`config.mk`:
```
export PLATFORM = sky130hd
export DESIGN_NAME = gpio_bank
export DESIGN_NICKNAME = d
export VERILOG_FILES = /design/src/rtl/gpio_bank_pkg.sv /design/src/rtl/gpio_addr_dec.sv /design/src/rtl/gpio_port_regs.sv /design/src/rtl/gpio_sync2.sv /design/src/rtl/gpio_bank.sv
export SDC_FILE = /design/constraint.sdc
export NUM_CORES = 1
export LEC_CHECK = 0
export CAP_MARGIN = 25
export CORE_MARGIN = 4
export CORE_UTILIZATION = 50
export DETAILED_ROUTE_END_ITERATION = 10
export MAX_ROUTING_LAYER = met4
export PLACE_DENSITY_LB_ADDON = 0.3
export SYNTH_ARGS = -nofsm -noshare
export SYNTH_HDL_FRONTEND = slang
export SYNTH_HIERARCHICAL = 1
export SYNTH_SLANG_ARGS = --single-unit
```
`constraint.sdc`:
```
create_clock -name pclk -period 4.05 [get_ports pclk]
set_input_delay 0.405 -clock pclk [delete_from_list [all_inputs] [get_ports pclk]]
set_output_delay 0.405 -clock pclk [all_outputs]
set_load 0.01 [all_outputs]
```
`src/rtl/gpio_bank_pkg.sv`:
```
package gpio_bank_pkg;

    localparam int DATA_W        = 32;
    localparam int IRQ_N         = 7;   // companion register selects
    localparam int PORT_STRIDE_W = 3;   // words between port register pairs
    localparam int EXT_BASE_W    = 20;  // word index of first pin-value register

    typedef enum logic {
        BUS_IDLE,
        BUS_ARMED
    } bus_state_e;

    // word index of companion register k under a given layout
    // k: 0 enable, 1 mask, 2 type, 3 polarity, 4 status, 5 debounce, 6 eoi
    function automatic int irq_word(input int layout, input int k);
        int w;
        w = 0;
        if (layout == 0) begin
            case (k)
                0: w = 12;
                1: w = 13;
                2: w = 14;
                3: w = 15;
                4: w = 16;
                5: w = 18;
                default: w = 19;
            endcase
        end else begin
            case (k)
                0: w = 12;
                1: w = 17;
                2: w = 13;
                3: w = 14;
                4: w = 15;
                5: w = 18;
                default: w = 16;
            endcase
        end
        return w;
    endfunction

endpackage

```
`src/rtl/gpio_addr_dec.sv`:
```
module gpio_addr_dec
    import gpio_bank_pkg::*;
#(
    parameter int N_PORTS = 4,
    parameter int LAYOUT  = 0,
    parameter int WW      = 6
) (
    input  logic [WW-1:0]      widx,
    input  logic               aligned,
    output logic [N_PORTS-1:0] dat_hit,
    output logic [N_PORTS-1:0] dir_hit,
    output logic [N_PORTS-1:0] ext_hit,
    output logic [IRQ_N-1:0]   irq_hit
);

    generate
        for (genvar p = 0; p < N_PORTS; p++) begin : g_port
            localparam int DAT_W = PORT_STRIDE_W * p;
            localparam int DIR_W = PORT_STRIDE_W * p + 1;
            localparam int EXT_W = EXT_BASE_W + p;
            assign dat_hit[p] = aligned && (widx == WW'(DAT_W));
            assign dir_hit[p] = aligned && (widx == WW'(DIR_W));
            assign ext_hit[p] = aligned && (widx == WW'(EXT_W));
        end
        for (genvar k = 0; k < IRQ_N; k++) begin : g_irq
            localparam int KW = irq_word(LAYOUT, k);
            assign irq_hit[k] = aligned && (widx == WW'(KW));
        end
    endgenerate

endmodule

```
`src/rtl/gpio_port_regs.sv`:
```
module gpio_port_regs #(
    parameter int LINES = 32
) (
    input  logic             clk,
    input  logic             rst_n,
    input  logic             wr_dat,
    input  logic             wr_dir,
    input  logic [LINES-1:0] wdata,
    output logic [LINES-1:0] dat_q,
    output logic [LINES-1:0] dir_q
);

    always_ff @(posedge clk or negedge rst_n) begin
        if (!rst_n) begin
            dat_q <= '0;
            dir_q <= '0;
        end else begin
            if (wr_dat) dat_q <= wdata;
            if (wr_dir) dir_q <= wdata;
        end
    end

endmodule

```
`src/rtl/gpio_sync2.sv`:
```
module gpio_sync2 #(
    parameter int W = 32
) (
    input  logic         clk,
    input  logic         rst_n,
    input  logic [W-1:0] d,
    output logic [W-1:0] q
);

    logic [W-1:0] stage1;
    logic [1:0]   age;

    always_ff @(posedge clk or negedge rst_n) begin
        if (!rst_n) begin
            stage1 <= '0;
            q      <= '0;
        end else begin
            stage1 <= d;
            q      <= stage1;
        end
    end

    // edges seen since reset, saturating; lets the lag check start safely
    always_ff @(posedge clk or negedge rst_n) begin
        if (!rst_n)            age <= '0;
        else if (age != 2'd3)  age <= age + 2'd1;
    end

    AST_SYNC_LAG: assert property (@(posedge clk) disable iff (!rst_n)
        (age >= 2'd2) |-> (q == $past(d, 2)));

endmodule

```
`src/rtl/gpio_bank.sv`:
```
module gpio_bank
    import gpio_bank_pkg::*;
#(
    parameter int N_PORTS = 4,
    parameter int LINES   = 32,
    parameter int LAYOUT  = 0,
    parameter int AW      = 8
) (
    input  logic                       pclk,
    input  logic                       presetn,
    input  logic                       psel,
    input  logic                       penable,
    input  logic                       pwrite,
    input  logic [AW-1:0]              paddr,
    input  logic [DATA_W-1:0]          pwdata,
    output logic [DATA_W-1:0]          prdata,
    output logic                       pready,
    output logic                       pslverr,
    input  logic [N_PORTS*LINES-1:0]   gpio_in,
    output logic [N_PORTS*LINES-1:0]   gpio_out,
    output logic [N_PORTS*LINES-1:0]   gpio_oe,
    output logic [IRQ_N-1:0]           irq_sel,
    output logic                       irq_write,
    input  logic [DATA_W-1:0]          irq_rdata
);

    localparam int WW = AW - 2;

    bus_state_e state_q, state_d;
    logic              fire;
    logic              wr_en;
    logic [DATA_W-1:0] rd_mux;

    logic [N_PORTS-1:0] dat_hit, dir_hit, ext_hit;
    logic [IRQ_N-1:0]   irq_hit;

    logic [LINES-1:0] dat_q [N_PORTS];
    logic [LINES-1:0] dir_q [N_PORTS];
    logic [LINES-1:0] ext_q [N_PORTS];

    assign pready  = 1'b1;
    assign pslverr = 1'b0;

    // ---------------- bus phase state machine ----------------
    always_ff @(posedge pclk or negedge presetn) begin
        if (!presetn) state_q <= BUS_IDLE;
        else          state_q <= state_d;
    end

    always_comb begin
        state_d = state_q;
        unique case (state_q)
            BUS_IDLE:  if (psel && !penable) state_d = BUS_ARMED;
            BUS_ARMED: if (!psel || penable) state_d = BUS_IDLE;
        endcase
    end

    always_comb begin
        fire      = (state_q == BUS_ARMED) && psel && penable;
        wr_en     = fire && pwrite;
        prdata    = (fire && !pwrite) ? rd_mux : '0;
        irq_sel   = fire ? irq_hit : '0;
        irq_write = wr_en && (|irq_hit);
    end

    // ---------------- decode ----------------
    gpio_addr_dec #(
        .N_PORTS (N_PORTS),
        .LAYOUT  (LAYOUT),
        .WW      (WW)
    ) u_dec (
        .widx    (paddr[AW-1:2]),
        .aligned (paddr[1:0] == 2'b00),
        .dat_hit (dat_hit),
        .dir_hit (dir_hit),
        .ext_hit (ext_hit),
        .irq_hit (irq_hit)
    );

    // ---------------- per-port storage and pins ----------------
    generate
        for (genvar p = 0; p < N_PORTS; p++) begin : g_port
            gpio_port_regs #(.LINES(LINES)) u_regs (
                .clk    (pclk),
                .rst_n  (presetn),
                .wr_dat (wr_en && dat_hit[p]),
                .wr_dir (wr_en && dir_hit[p]),
                .wdata  (pwdata[LINES-1:0]),
                .dat_q  (dat_q[p]),
                .dir_q  (dir_q[p])
            );
            gpio_sync2 #(.W(LINES)) u_sync (
                .clk   (pclk),
                .rst_n (presetn),
                .d     (gpio_in[p*LINES +: LINES]),
                .q     (ext_q[p])
            );
            assign gpio_out[p*LINES +: LINES] = dat_q[p];
            assign gpio_oe [p*LINES +: LINES] = dir_q[p];
        end
    endgenerate

    // ---------------- read mux ----------------
    always_comb begin
        rd_mux = '0;
        for (int p = 0; p < N_PORTS; p++) begin
            if (dat_hit[p]) rd_mux = DATA_W'(dat_q[p]);
            if (dir_hit[p]) rd_mux = DATA_W'(dir_q[p]);
            if (ext_hit[p]) rd_mux = DATA_W'(ext_q[p]);
        end
        if (|irq_hit) rd_mux = irq_rdata;
    end

    // ---------------- assertions ----------------
    AST_SEL_ONEHOT: assert property (@(posedge pclk) disable iff (!presetn)
        $onehot0(irq_sel));

    AST_SEL_IN_ENABLE: assert property (@(posedge pclk) disable iff (!presetn)
        (|irq_sel) |-> (psel && penable));

    AST_OUT_HOLD: assert property (@(posedge pclk) disable iff (!presetn)
        !(psel && penable && pwrite) |=> $stable(gpio_out));

    AST_OE_HOLD: assert property (@(posedge pclk) disable iff (!presetn)
        !(psel && penable && pwrite) |=> $stable(gpio_oe));

    AST_ORPHAN_ENABLE: assert property (@(posedge pclk) disable iff (!presetn)
        (state_q == BUS_IDLE && psel && penable)
        |=> ($stable(gpio_out) && $stable(gpio_oe)));

    AST_IDLE_QUIET: assert property (@(posedge pclk) disable iff (!presetn)
        !psel |-> (prdata == '0 && irq_write == 1'b0));

endmodule

```
# Word level (Yosys, flattened, before mapping)
# Index checks and enable logic that the tools add are counted.
[totals]
mem_bits_rw = 0
romBits = 0
mem_count = 0
reg_bits = 513
output_inout_bits = 298
latchBits = 0
[classes]
n_bitwise = 1
div_mod_pow = 0
multipliers = 0
n_shift = 0
eq_ne = 18
n_lt_le_gt_ge = 0
n_reduce_logical = 40
n_addsub = 0
mux = 18
[op_table]
columns = ["op", "n"]
rows = [
  ["$mux W32", 14],
  ["$eq A6 B5 Y1 const B", 7],
  ["$eq A6 B4 Y1 const B", 6],
  ["$logic_and A1 B1 Y1", 33],
  ["$eq A6 B3 Y1 const B", 3],
  ["$mux W7", 1],
  ["$reduce_or A7 Y1", 1],
  ["$eq A6 B1 Y1 const B", 1],
  ["$eq A6 B2 Y1 const B", 1],
  ["$logic_not A6 Y1", 1],
  ["$logic_not A1 Y1", 3],
  ["$logic_not A2 Y1", 1],
  ["$mux W1", 2],
  ["$pmux W1 S2", 1],
  ["$logic_or A1 B1 Y1", 1],
  ["$not A1 Y1", 1],
]

# Depth between registers and ports, before layout
# Gate-level depths: netlist of run 1.
[logic_depth]
word_depth = 16
mapped_depth = 12
mapped_depth_nobuf = 8

# By module
# Netlist of run 1, hierarchy kept.
[modules_own_cells]
columns = ["module", "seq_area_each_um2", "n_inst", "cells_each", "area_each_um2"]
rows = [
  ["gpio_port_regs", 1601.5, 4, 136, 2690.1],
  ["gpio_sync2", 1601.5, 4, 64, 1601.5],
  ["gpio_bank", 25.0, 1, 576, 3320.7],
  ["gpio_addr_dec", 0.0, 1, 33, 216.5],
]

# Worst setup path after synthesis of run 1
# No wires, ideal clock.
[synth_path]
kind = "input -> output"
start = "input port paddr[1]"
end = "output port prdata[18]"
required_ps = 3645
arrival_ps = 2815
setup_slack_ps = 830
stages = 10
n_path_buf = 2
path_cell_list = "nor2_1 or4b_4 nor3_1 nand2b_1 clkbuf_1 clkbuf_1 o22ai_1 o21ai_0 a21oi_1 o21ai_1"
[synth_between]
elab_cells_between_ends = 35
[synth_rtl]
columns = ["element", "line_no", "source"]
rows = [
  ["start: declaration", "gpio_bank.sv:14", "input logic [AW-1:0] paddr,"],
  ["$logic_not A2 Y1", "gpio_bank.sv:73", ".aligned (paddr[1:0] == 2'b00),"],
  ["$logic_and A1 B1 Y1", "gpio_addr_dec.sv:21", "assign dat_hit[p] = aligned && (widx == WW'(DAT_W));"],
  ["named net dat_hit[1]", "gpio_bank.sv:34", "logic [N_PORTS-1:0] dat_hit, dir_hit, ext_hit;"],
  ["$mux W32", "gpio_bank.sv:107", "if (dat_hit[p]) rd_mux = DATA_W'(dat_q[p]);"],
  ["$mux W32", "gpio_bank.sv:108", "if (dir_hit[p]) rd_mux = DATA_W'(dir_q[p]);"],
  ["$mux W32", "gpio_bank.sv:109", "if (ext_hit[p]) rd_mux = DATA_W'(ext_q[p]);"],
  ["$mux W32", "gpio_bank.sv:107", ""],
  ["$mux W32", "gpio_bank.sv:108", ""],
  ["$mux W32", "gpio_bank.sv:109", ""],
  ["$mux W32", "gpio_bank.sv:107", ""],
  ["$mux W32", "gpio_bank.sv:108", ""],
  ["$mux W32", "gpio_bank.sv:109", ""],
  ["$mux W32", "gpio_bank.sv:111", "if (|irq_hit) rd_mux = irq_rdata;"],
  ["$mux W32", "gpio_bank.sv:61", "prdata = (fire && !pwrite) ? rd_mux : '0;"],
  ["end: declaration", "gpio_bank.sv:16", "output logic [DATA_W-1:0] prdata,"],
]
# The timed path passes the listed nets, and every way through them passes these cells.

# Worst setup path after layout of run 1
[layout_path]
start = "input port paddr[2]"
end = "output port prdata[12]"
[layout_between]
elab_cells_between_ends = 53
[layout_rtl]
columns = ["element", "line_no", "source"]
rows = [
  ["$eq A6 B5 Y1", "gpio_addr_dec.sv:27", "assign irq_hit[k] = aligned && (widx == WW'(KW));"],
  ["$logic_and A1 B1 Y1", "gpio_addr_dec.sv:27", ""],
  ["named net irq_hit[6]", "gpio_bank.sv:35", "logic [IRQ_N-1:0] irq_hit;"],
  ["$reduce_or A7 Y1", "gpio_bank.sv:111", ""],
  ["$mux W32", "gpio_bank.sv:111", ""],
  ["$mux W32", "gpio_bank.sv:61", ""],
]
# The timed path passes the listed nets, and every way through them passes these cells.

==> out/qor.yml, run 1 <==
power.internal_uw: 8250
synth-edff-count: 0
syn_to_final_growth_pct: 37.0
clk_pin_slew_ns: 0.06
die_y_um: 211
via_count: 14900
synth_top_area_cell: "dfrtp_1"
antenna_found_initial: 11
ir_worst_vdd_v: 0.000278
dp.final_hpwl_um: 50800
synth_area_leaders: "dfrtp_1, mux2_4, buf_12"
grt_pass1_vias: 15700
combPwrFrac_pct: 4.7
syn_avg_cell_area_um2: 14.7
grt_max_degree: 124
finalPower_uw: 10600
fin_worst_skew_ns: 0.0248
clock_sinks: 513
drv_cap: 0
h-tree-depth: 2
synth_top_family_by_area: "multiplexers"
rsz0062_at_grt: "yes"
finalSetupViolCount: 0
path_max_fanout: 11
syn_area_mm2: 0.0207
dpl.cell_count: 2429
leakagePower_uw: 0.0124
hold_class: "primary input to flip-flop"
ios: 503
startpoint_type: "primary input"
numCtsBuffers: 52
whs_ns: 0.226
clock_power_share_pct: 45.0
synth_nets: 1614
layout_common_cells: "dfrtp_1, clkdlybuf4s50_1, mux2_4"
clk_latency_ns: 0.61
grt_pass1_wl_um: 103000
die_w_um: 211
drt_iter0_drc: 1302
synth_compound_area_share_pct: 10.1
design.core.area_mm2: 0.0409
cts_max_path_buffers: 3
grt_overflow: 0
fin_crit_ns: 4.00
wl_per_cell_um: 27.9
post-route-period-util_pct: 98.8
ys_warn_count: 6
port_buffers: 500
p_sw_share_pct: 22.0
track_usage_pct: 31.8
yosys.area_share.simple_pct: 5.27
synth-xor-area-share_pct: 0
ys_ff_latch: 513
synth.area.mux_share_pct: 18.3
worst_pin_slew_ns: 1.07
synthDominantCellAreaShare_pct: 62.0
hold_viol: 0
timing.final.max_slew_violations: 0
status: "complete, no violations"
yosysUniqueCellTypes: 49
power_density_mw_per_mm2: 373
ys.flop_type: "dfrtp_1"
timing.fmax_ghz: 0.250
crit_required_ns: 3.64
fin_util_pct: 69.3
ant_nets: 0
power_frac_seq_pct: 50.3
critPathCaptureType: "output port"
dr.pass1.iters: 5
synth-seq-area-share_pct: 62.0
drive_gt1_share_pct: 23.8
arrival_ns: 3.60
fin_cells: 2534
synth_cells: 1409
synthAdderAreaFrac_pct: 0
wirelength_um: 70800
gp_congestion: 0.927
rows: 74
final_common_cell: "dfrtp_1"
cts_tree: "done"
p_sw_uw: 2330
initial_core_util_pct: 50.6
viasPerCell: 5.89
cts_root_buf: "clkbuf_16"
die_area_mm2: 0.0447
crit_type: "primary input to output port"
relSlewSlack_pct: 28.6
async_flop_share_pct: 100
route.detailed.drc: 0
nNetsFinal: 2158
## through the flow
step | setup WS (ns) | setup TNS [ns] | area (µm²)
2_1_floorplan | 0.830 | 0 | 20700
3_3_place_gp | 0.0395 | 0 | 26500
3_5_place_dp | 0.0220 | 0 | 26500
4_1_cts | 0.0154 | 0 | 28200
5_1_grt | -0.0477 | -0.152 | 28400
6_report | 0.0484 | 0 | 28400
## Yosys cell counts, types with 2 or more instances
library cell  instances
a211oi_1              3
a21oi_1              35
a221oi_1             34
a22o_1               29
a22oi_1              60
and2_1                8
and3_1                6
buf_1                 2
buf_12               24
buf_2                 6
buf_4                 2
buf_6                 9
clkbuf_1             64
conb_1                2
dfrtp_1             513
inv_1                 5
inv_2                 2
mux2_2               16
mux2_4              240
nand2_1              41
nand2b_1              3
nand3_1               2
nand3b_1              2
nand4bb_1             2
nor2_1               49
nor2b_1               4
nor3_1               37
nor3b_1              30
nor4_1                4
nor4b_1               2
o21ai_0              78
o21ai_1              48
o22ai_1              30
or2_1                 2
## metal layers
metal	up-vias	share of wire [%]	GRT usage (%)
li1	6195	-	-
met1	7679	40	41.9
met2	871	46	47.5
met3	182	9.4	8.12
met4	0	4.4	13.3
met5	-	0	-
## cells by family (layout without fill, tap and decap cells)
| group | Yosys count | count (layout) |
|---|---|---|
| AOI/OAI and AO/OA | 324 | 324 |
| other | 2 | 13 |
| and+or+nand+nor | 200 | 200 |
| buffers and inverters | 114 | 696 |
| DFF | 513 | 513 |
| muxes | 256 | 256 |
## power by group through the flow
| stage | registers (µW) | logic (µW) | clock network, µW |
|---|---|---|---|
| 3_5_place_dp | 5410 | 496 | 0 |
| 2_1_floorplan | 5400 | 61.2 | 0 |
| 3_3_place_gp | 5410 | 490 | 0 |
| 6_report | 5320 | 500 | 4760 |
| 4_1_cts | 5320 | 501 | 4840 |
| 5_1_grt | 5330 | 536 | 5040 |
## path summary, 6_finish.rpt
check	startpoint	end	slack [ns]	cells after the start
worst max-delay path	paddr[2]	prdata[12]	0.05	12
worst min-delay path	gpio_in[101]	g_port[3].u_sync/stage1[5]	0.23	1
worst max register to register	state_q	g_port[2].u_regs/dat_q[29]	1.99	6
worst min register to register	g_port[2].u_sync/stage1[0]	g_port[2].u_sync/q[0]	0.33	0
max in group asynchronous	presetn	g_port[2].u_sync/stage1[8]	2.32	3
min in group asynchronous	presetn	g_port[0].u_sync/stage1[24]	0.51	2
## repair_timing
action,in CTS,in global routing
endpoints found under the setup margin,0,31
endpoints found under the hold margin,36,0
hold buffers,1,0
resized for setup,0,22
buffers inserted,0,1
## worst max-delay path, cell delays in order
cell and delay [ns]:
clkdlybuf4s50_1 0.51, buf_4 0.22, nand2_1 0.17, nor3_1 0.09
or4_4 0.44, nor4_4 0.30, and2b_2 0.26, buf_4 0.24
buf_4 0.20, a22oi_1 0.07, o21ai_1 0.11, clkdlybuf4s50_1 0.56
## cell type report
type                            instances  area [µm²]
Sequential cell                       513       12800
Fill cell                            2810       12600
Multi-Input combinational cell        782        7140
Timing Repair Buffer                  597        5980
Clock buffer                           72        1440
Tap cell                              532         666
Clock inverter                         20         236
Antenna cell                           11        27.5
Inverter                                7        26.3
## sequential cells by signal (all words and copies together), names as in the netlist
register / cells
state_q: 1
g_port.u_regs/dat_q: 128
g_port.u_regs/dir_q: 128
g_port.u_sync/q: 128
g_port.u_sync/stage1: 128
No activity file was read; power rests on OpenSTA's default activity.
==> run 2: changes to the inputs <==
- CORE_ASPECT_RATIO: not set -> 0.8
- clock period: 4.05 -> 4.2 ns (I/O delays scaled with it)
==> out/qor.yml, run 2 (synthesis gave the netlist of run 1 again) <==
rr_worst_depth: 6  # unchanged
worst_pin_slew_ns: 1.05  # -0.0252 ns
timing.final.max_slew_violations: 0  # unchanged
final_common_cell: "dfrtp_1"
dr.pass1.iters: 5  # unchanged
met1Wirelength_um: 29800  # +5.7%
viasPerCell: 5.95  # +0.96%
ant_nets: 0  # unchanged
grt_max_degree: 126  # +1.6%
dp_slack_ns: 0.0767  # +0.0547 ns
relSlewSlack_pct: 30.3  # +1.7 points
track_usage_pct: 33.0  # +1.2 points
setup-tns-final_ns: -0.0767  # -0.0767 ns
clock_sinks: 513  # unchanged
leakagePower_uw: 0.0122  # -1.2%
die_area_mm2: 0.0447  # about the same
nNetsFinal: 2143  # -0.70%
layout_common_cells: "dfrtp_1, clkdlybuf4s50_1, mux2_4"
critPathCaptureType: "output port"
power_density_mw_per_mm2: 363  # -2.6%
syn_to_final_growth_pct: 36.4
grt_overflow: 0  # unchanged
dr_wl_met2_um: 33300  # +1.3%
clk_pin_slew_ns: 0.06  # about the same
wl_per_cell_um: 29.1  # +4.1%
gp_congestion: 0.939  # +1.3%
timing.fmax_ghz: 0.234
hold_viol: 21  # +21
drt_iter0_drc: 1502  # +15%
multiInputGateArea_mm2: 0.00710  # -0.63%
cts_hold_buf: 0  # -1
wirelength_um: 73600  # +3.9%
cts_tree: "done"
finalWorstSetupSlack_ns: -0.0708  # -0.119 ns
crit_required_ns: 3.78  # +0.14 ns
arrival_ns: 3.85  # +0.25 ns
finalSetupViolCount: 2  # +2
violations: "negative hold slack, negative setup slack"
fill_cells: 2801  # -0.32%
met3WireLength_um: 7790  # +17%
port_buffers: 500  # unchanged
drv_cap: 0  # unchanged
fin_worst_skew_ns: 0.0272  # +0.00239 ns
ios: 503  # unchanged
seq_area_mm2: 0.0128  # unchanged
drive_gt1_share_pct: 23.5  # -0.29 points
rows: 66  # -11%
cts_max_path_buffers: 3  # unchanged
whs_ns: -0.0660  # -0.292 ns
route.detailed.drc: 0  # unchanged
grt_pass1_wl_um: 107000  # +3.6%
grt_pass1_vias: 15700  # +0.25%
clk_latency_ns: 0.59  # -0.02 ns
dpl_cell_area_mm2: 0.0265  # -0.36%
numCtsBuffers: 49  # -5.8%
die_w_um: 236  # +11%
startpoint_type: "primary input"
ir_worst_vdd_v: 0.000283  # +1.6%
crit_type: "primary input to output port"
top_layer: "met4"
cts_root_buf: "clkbuf_16"
initial_core_util_pct: 50.8  # +0.16 points
rrSetupSlack_ns: 1.86  # -0.13 ns
die_y_um: 190  # -10%
path_max_fanout: 5  # -6
post-route-period-util_pct: 102
fin_area_mm2: 0.0282  # -0.43%
h-tree-depth: 2  # unchanged
antenna_found_initial: 9  # -2
finalPower_uw: 10300  # -3.1%
dp.final_hpwl_um: 51600  # +1.6%
hold_class: "primary input to async pin"
design.core.area_mm2: 0.0408  # -0.32%
fin_crit_ns: 4.27
via_count: 15000  # +0.80%
status: "finished with violations"
[run 2: report_power, final]
part	internal, µW	leakage (µW)	total (µW)	switching, µW
sequential	5080	0.00657	5130	52.7
clock	2690	0.000846	4650	1960
combinational	235	0.00480	481	246
[run 2: timing repair]
item | in CTS | in global routing
hold endpoints to repair | 0 | 0
pin swaps | 0 | 2
endpoints found under the setup margin | 1 | 24
resized for setup | 1 | 8
buffers inserted | 0 | 3
[run 2: critical path: stages]
cell             delay, ns
clkdlybuf4s50_1       0.42
nor2_2                0.14
or4b_4                0.56
nor4b_4               0.50
buf_4                 0.19
a221oi_1              0.08
o21ai_0               0.31
a211oi_1              0.14
buf_4                 0.15
a211oi_2              0.31
clkdlybuf4s50_1       0.62
[run 2: final timing paths]
path | from | to
max | paddr[1] | prdata[20]
min | presetn | g_port[0].u_sync/stage1[21]
max reg2reg | state_q | g_port[3].u_regs/dir_q[15]
min reg2reg | g_port[2].u_sync/stage1[19] | g_port[2].u_sync/q[19]
max in group asynchronous | presetn | g_port[2].u_regs/dir_q[31]
min in group pclk | gpio_in[29] | g_port[0].u_sync/stage1[29]
[run 2: metrics by stage]
step / utilization [%] / hold slack, ns / cells
final: 69.2 / -0.0660 / 2530
after global routing: 69.2 / 0.0172 / 2530
after CTS: 69.0 / 0.000881 / 2518
after detailed placement: 64.8 / 0.335 / 2428
after global placement: 64.8 / 0.332 / 2428
after floorplan: - / 0.124 / 1409
[run 2: routing by layer]
metal	track usage, %	vias up
li1	-	6161
met1	43.8	7685
met2	49.2	1006
met3	9.72	195
met4	11.3	0
met5	-	-
[run 2: area by class of cell]
| class | instances | share of cell area, % |
|---|---|---|
| clock buffers | 65 | 5.02 |
| well taps | 544 | 2.41 |
| repair buffers | 585 | 20.8 |
| flip-flops and latches | 513 | 45.5 |
| clock inverters | 25 | 1.01 |
| multi-input cells | 782 | 25.1 |
| diodes | 9 | 0.0798 |
| inverters | 7 | 0.0931 |
==> run 3: changes to the inputs <==
- PLACE_DENSITY: not set -> 0.81
- PLACE_DENSITY_LB_ADDON: 0.3 -> not set
==> out/qor.yml, run 3 (synthesis gave the netlist of run 1 again) <==
ant_nets: 0  # unchanged
via_count: 15300  # +1.7%
route.detailed.drc: 0  # unchanged
relSlewSlack_pct: 29.0  # -1.3 points
rr_startpoint: "state_q"
critPathCaptureType: "output port"
h-tree-depth: 2  # unchanged
die_w_um: 236  # unchanged
fin_crit_ns: 4.16  # -0.111 ns
finalSetupViolCount: 0  # -2
busiest_layer: "met2"
clk_pin_slew_ns: 0.06  # about the same
path_max_fanout: 17  # +12
grt_pass1_vias: 16000  # +1.4%
nNetsFinal: 2138  # -0.23%
gp_congestion: 0.956  # +1.7%
drive_gt1_share_pct: 22.8  # -0.67 points
timing.fmax_ghz: 0.240  # +2.7%
cts_hold_buf: 0  # unchanged
track_usage_pct: 33.3  # +0.34 points
fill_cells: 2744  # -2.0%
rsz0062_at_grt: "yes"
fin_worst_skew_ns: 0.0235  # -0.00371 ns
ir_worst_vdd_v: 0.000315  # +12%
drv_cap: 0  # unchanged
cts_tree: "done"
crit_type: "primary input to output port"
numCtsBuffers: 50  # +2.0%
wirelength_um: 74900  # +1.9%
startpoint_type: "primary input"
clk_latency_ns: 0.58  # about the same
timing.final.max_slew_violations: 0  # unchanged
dp.final_hpwl_um: 51400  # -0.39%
use_met1_pct: 43.6  # -0.22 points
leakagePower_uw: 0.0122  # -0.30%
post-route-period-util_pct: 99.0  # -2.6 points
drt_iter0_drc: 1513  # +0.73%
ios: 503  # unchanged
grt_pass1_wl_um: 108000  # +1.5%
crit_end: "prdata[21]"
wl_per_cell_um: 29.7  # +2.3%
rows: 66  # unchanged
worst_pin_slew_ns: 1.06  # +0.0198 ns
clock_sinks: 513  # unchanged
viasPerCell: 6.07  # +2.1%
dr.pass1.iters: 5  # unchanged
rrSetupSlack_ns: 1.97  # +0.11 ns
power_density_mw_per_mm2: 365  # +0.58%
grt_overflow: 0  # unchanged
setup-tns-final_ns: 0  # +0.0767 ns
hold_class: "primary input to async pin"
grt_max_degree: 135  # +7.1%
crit_required_ns: 3.78  # about the same
design.core.area_mm2: 0.0408  # unchanged
reg2reg_to: "g_port[3].u_regs/dir_q[15]"
gr-usage-met2_pct: 50.8  # +1.6 points
grtUsageMet3_pct: 9.03  # -0.70 points
status: "complete, no violations"
die_y_um: 190  # unchanged
finalPower_uw: 10300  # +0.23%
hold_viol: 0  # -100%
startpoint: "paddr[4]"
antenna_found_initial: 6  # -3
port_buffers: 500  # unchanged
arrival_ns: 3.74  # -0.11 ns
syn_to_final_growth_pct: 35.9
fin_util_pct: 69.0  # -0.24 points
cts_max_path_buffers: 3  # unchanged
rr_worst_depth: 6  # unchanged
final_common_cell: "dfrtp_1"
initial_core_util_pct: 50.8  # unchanged
cts_root_buf: "clkbuf_16"
layout_common_cells: "dfrtp_1, clkdlybuf4s50_1, mux2_4"
die_area_mm2: 0.0447  # unchanged
==> run 3: cell count changes in the layout (fill, tap and decap cells not counted), moves of 3 or more <==
cell,change
buf_12,-4
buf_4,-3
clkbuf_1,+9
clkinv_2,-11
==> run 3: stage by stage <==
| stage | setup WS [ns] | area [µm²] | std cells | hold WS, ns |
|---|---|---|---|---|
| after floorplan | 0.950 | 20700 | 1409 | 0.124 |
| after global placement | 0.173 | 26400 | 2423 | 0.331 |
| after detailed placement | 0.0280 | 26400 | 2423 | 0.335 |
| after CTS | -0.0170 | 28100 | 2511 | 0.0353 |
| after global routing | -0.0311 | 28100 | 2519 | 0.0386 |
| final | 0.0399 | 28100 | 2520 | 0.000000666 |
==> run 3: metal layers <==
metal | vias to the layer above | part of all wire, %
met5 | - | 0
li1 | 6138 | -
met2 | 1013 | 46
met4 | 0 | 4.4
met1 | 7915 | 39
met3 | 236 | 11
==> run 3: report_power, final <==
group | internal, µW | switching (µW)
clock network | 2720 | 1950
registers | 5080 | 57.5
logic | 234 | 241
==> run 3: cell type report <==
class                           instances  area, µm²  area share (%)
Multi-Input combinational cell        783       7120            25.3
Tap cell                              544        681            2.42
Antenna cell                            7       17.5          0.0623
Clock inverter                         14        224           0.796
Clock buffer                           74       1460            5.20
Inverter                                7       26.3          0.0934
Sequential cell                       513      12800            45.6
Timing Repair Buffer                  578       5770            20.5
==> run 3: worst min path at each step <==
stage / end / slack [ns] / cells after the start
after floorplan: g_port[0].u_regs/dat_q[0] / 0.12 / 0
after global placement: g_port[2].u_sync/q[27] / 0.33 / 0
after detailed placement: g_port[0].u_sync/q[7] / 0.33 / 0
after CTS: g_port[2].u_sync/q[28] / 0.04 / 1
after global routing: g_port[1].u_regs/dat_q[21] / 0.04 / 1
final: g_port[2].u_sync/q[28] / 0.0000007 / 1
==> run 3: worst max-delay path: stages <==
cell and delay [ns]:
clkdlybuf4s50_1 0.56, nand4bb_2 0.29, nor2_1 0.11, or4_4 0.56
nor4_4 0.32, and2b_2 0.27, nand3_2 0.09, buf_4 0.25
o21ai_1 0.24, clkdlybuf4s50_1 0.59
==> run 3: timing repair <==
item                                   CTS  global route
gates resized for setup                  0            11
setup endpoints to repair                3            32
endpoints found under the hold margin    0             0
pin swaps                                0             2
setup buffers                            0             1
cloned                                   0             1
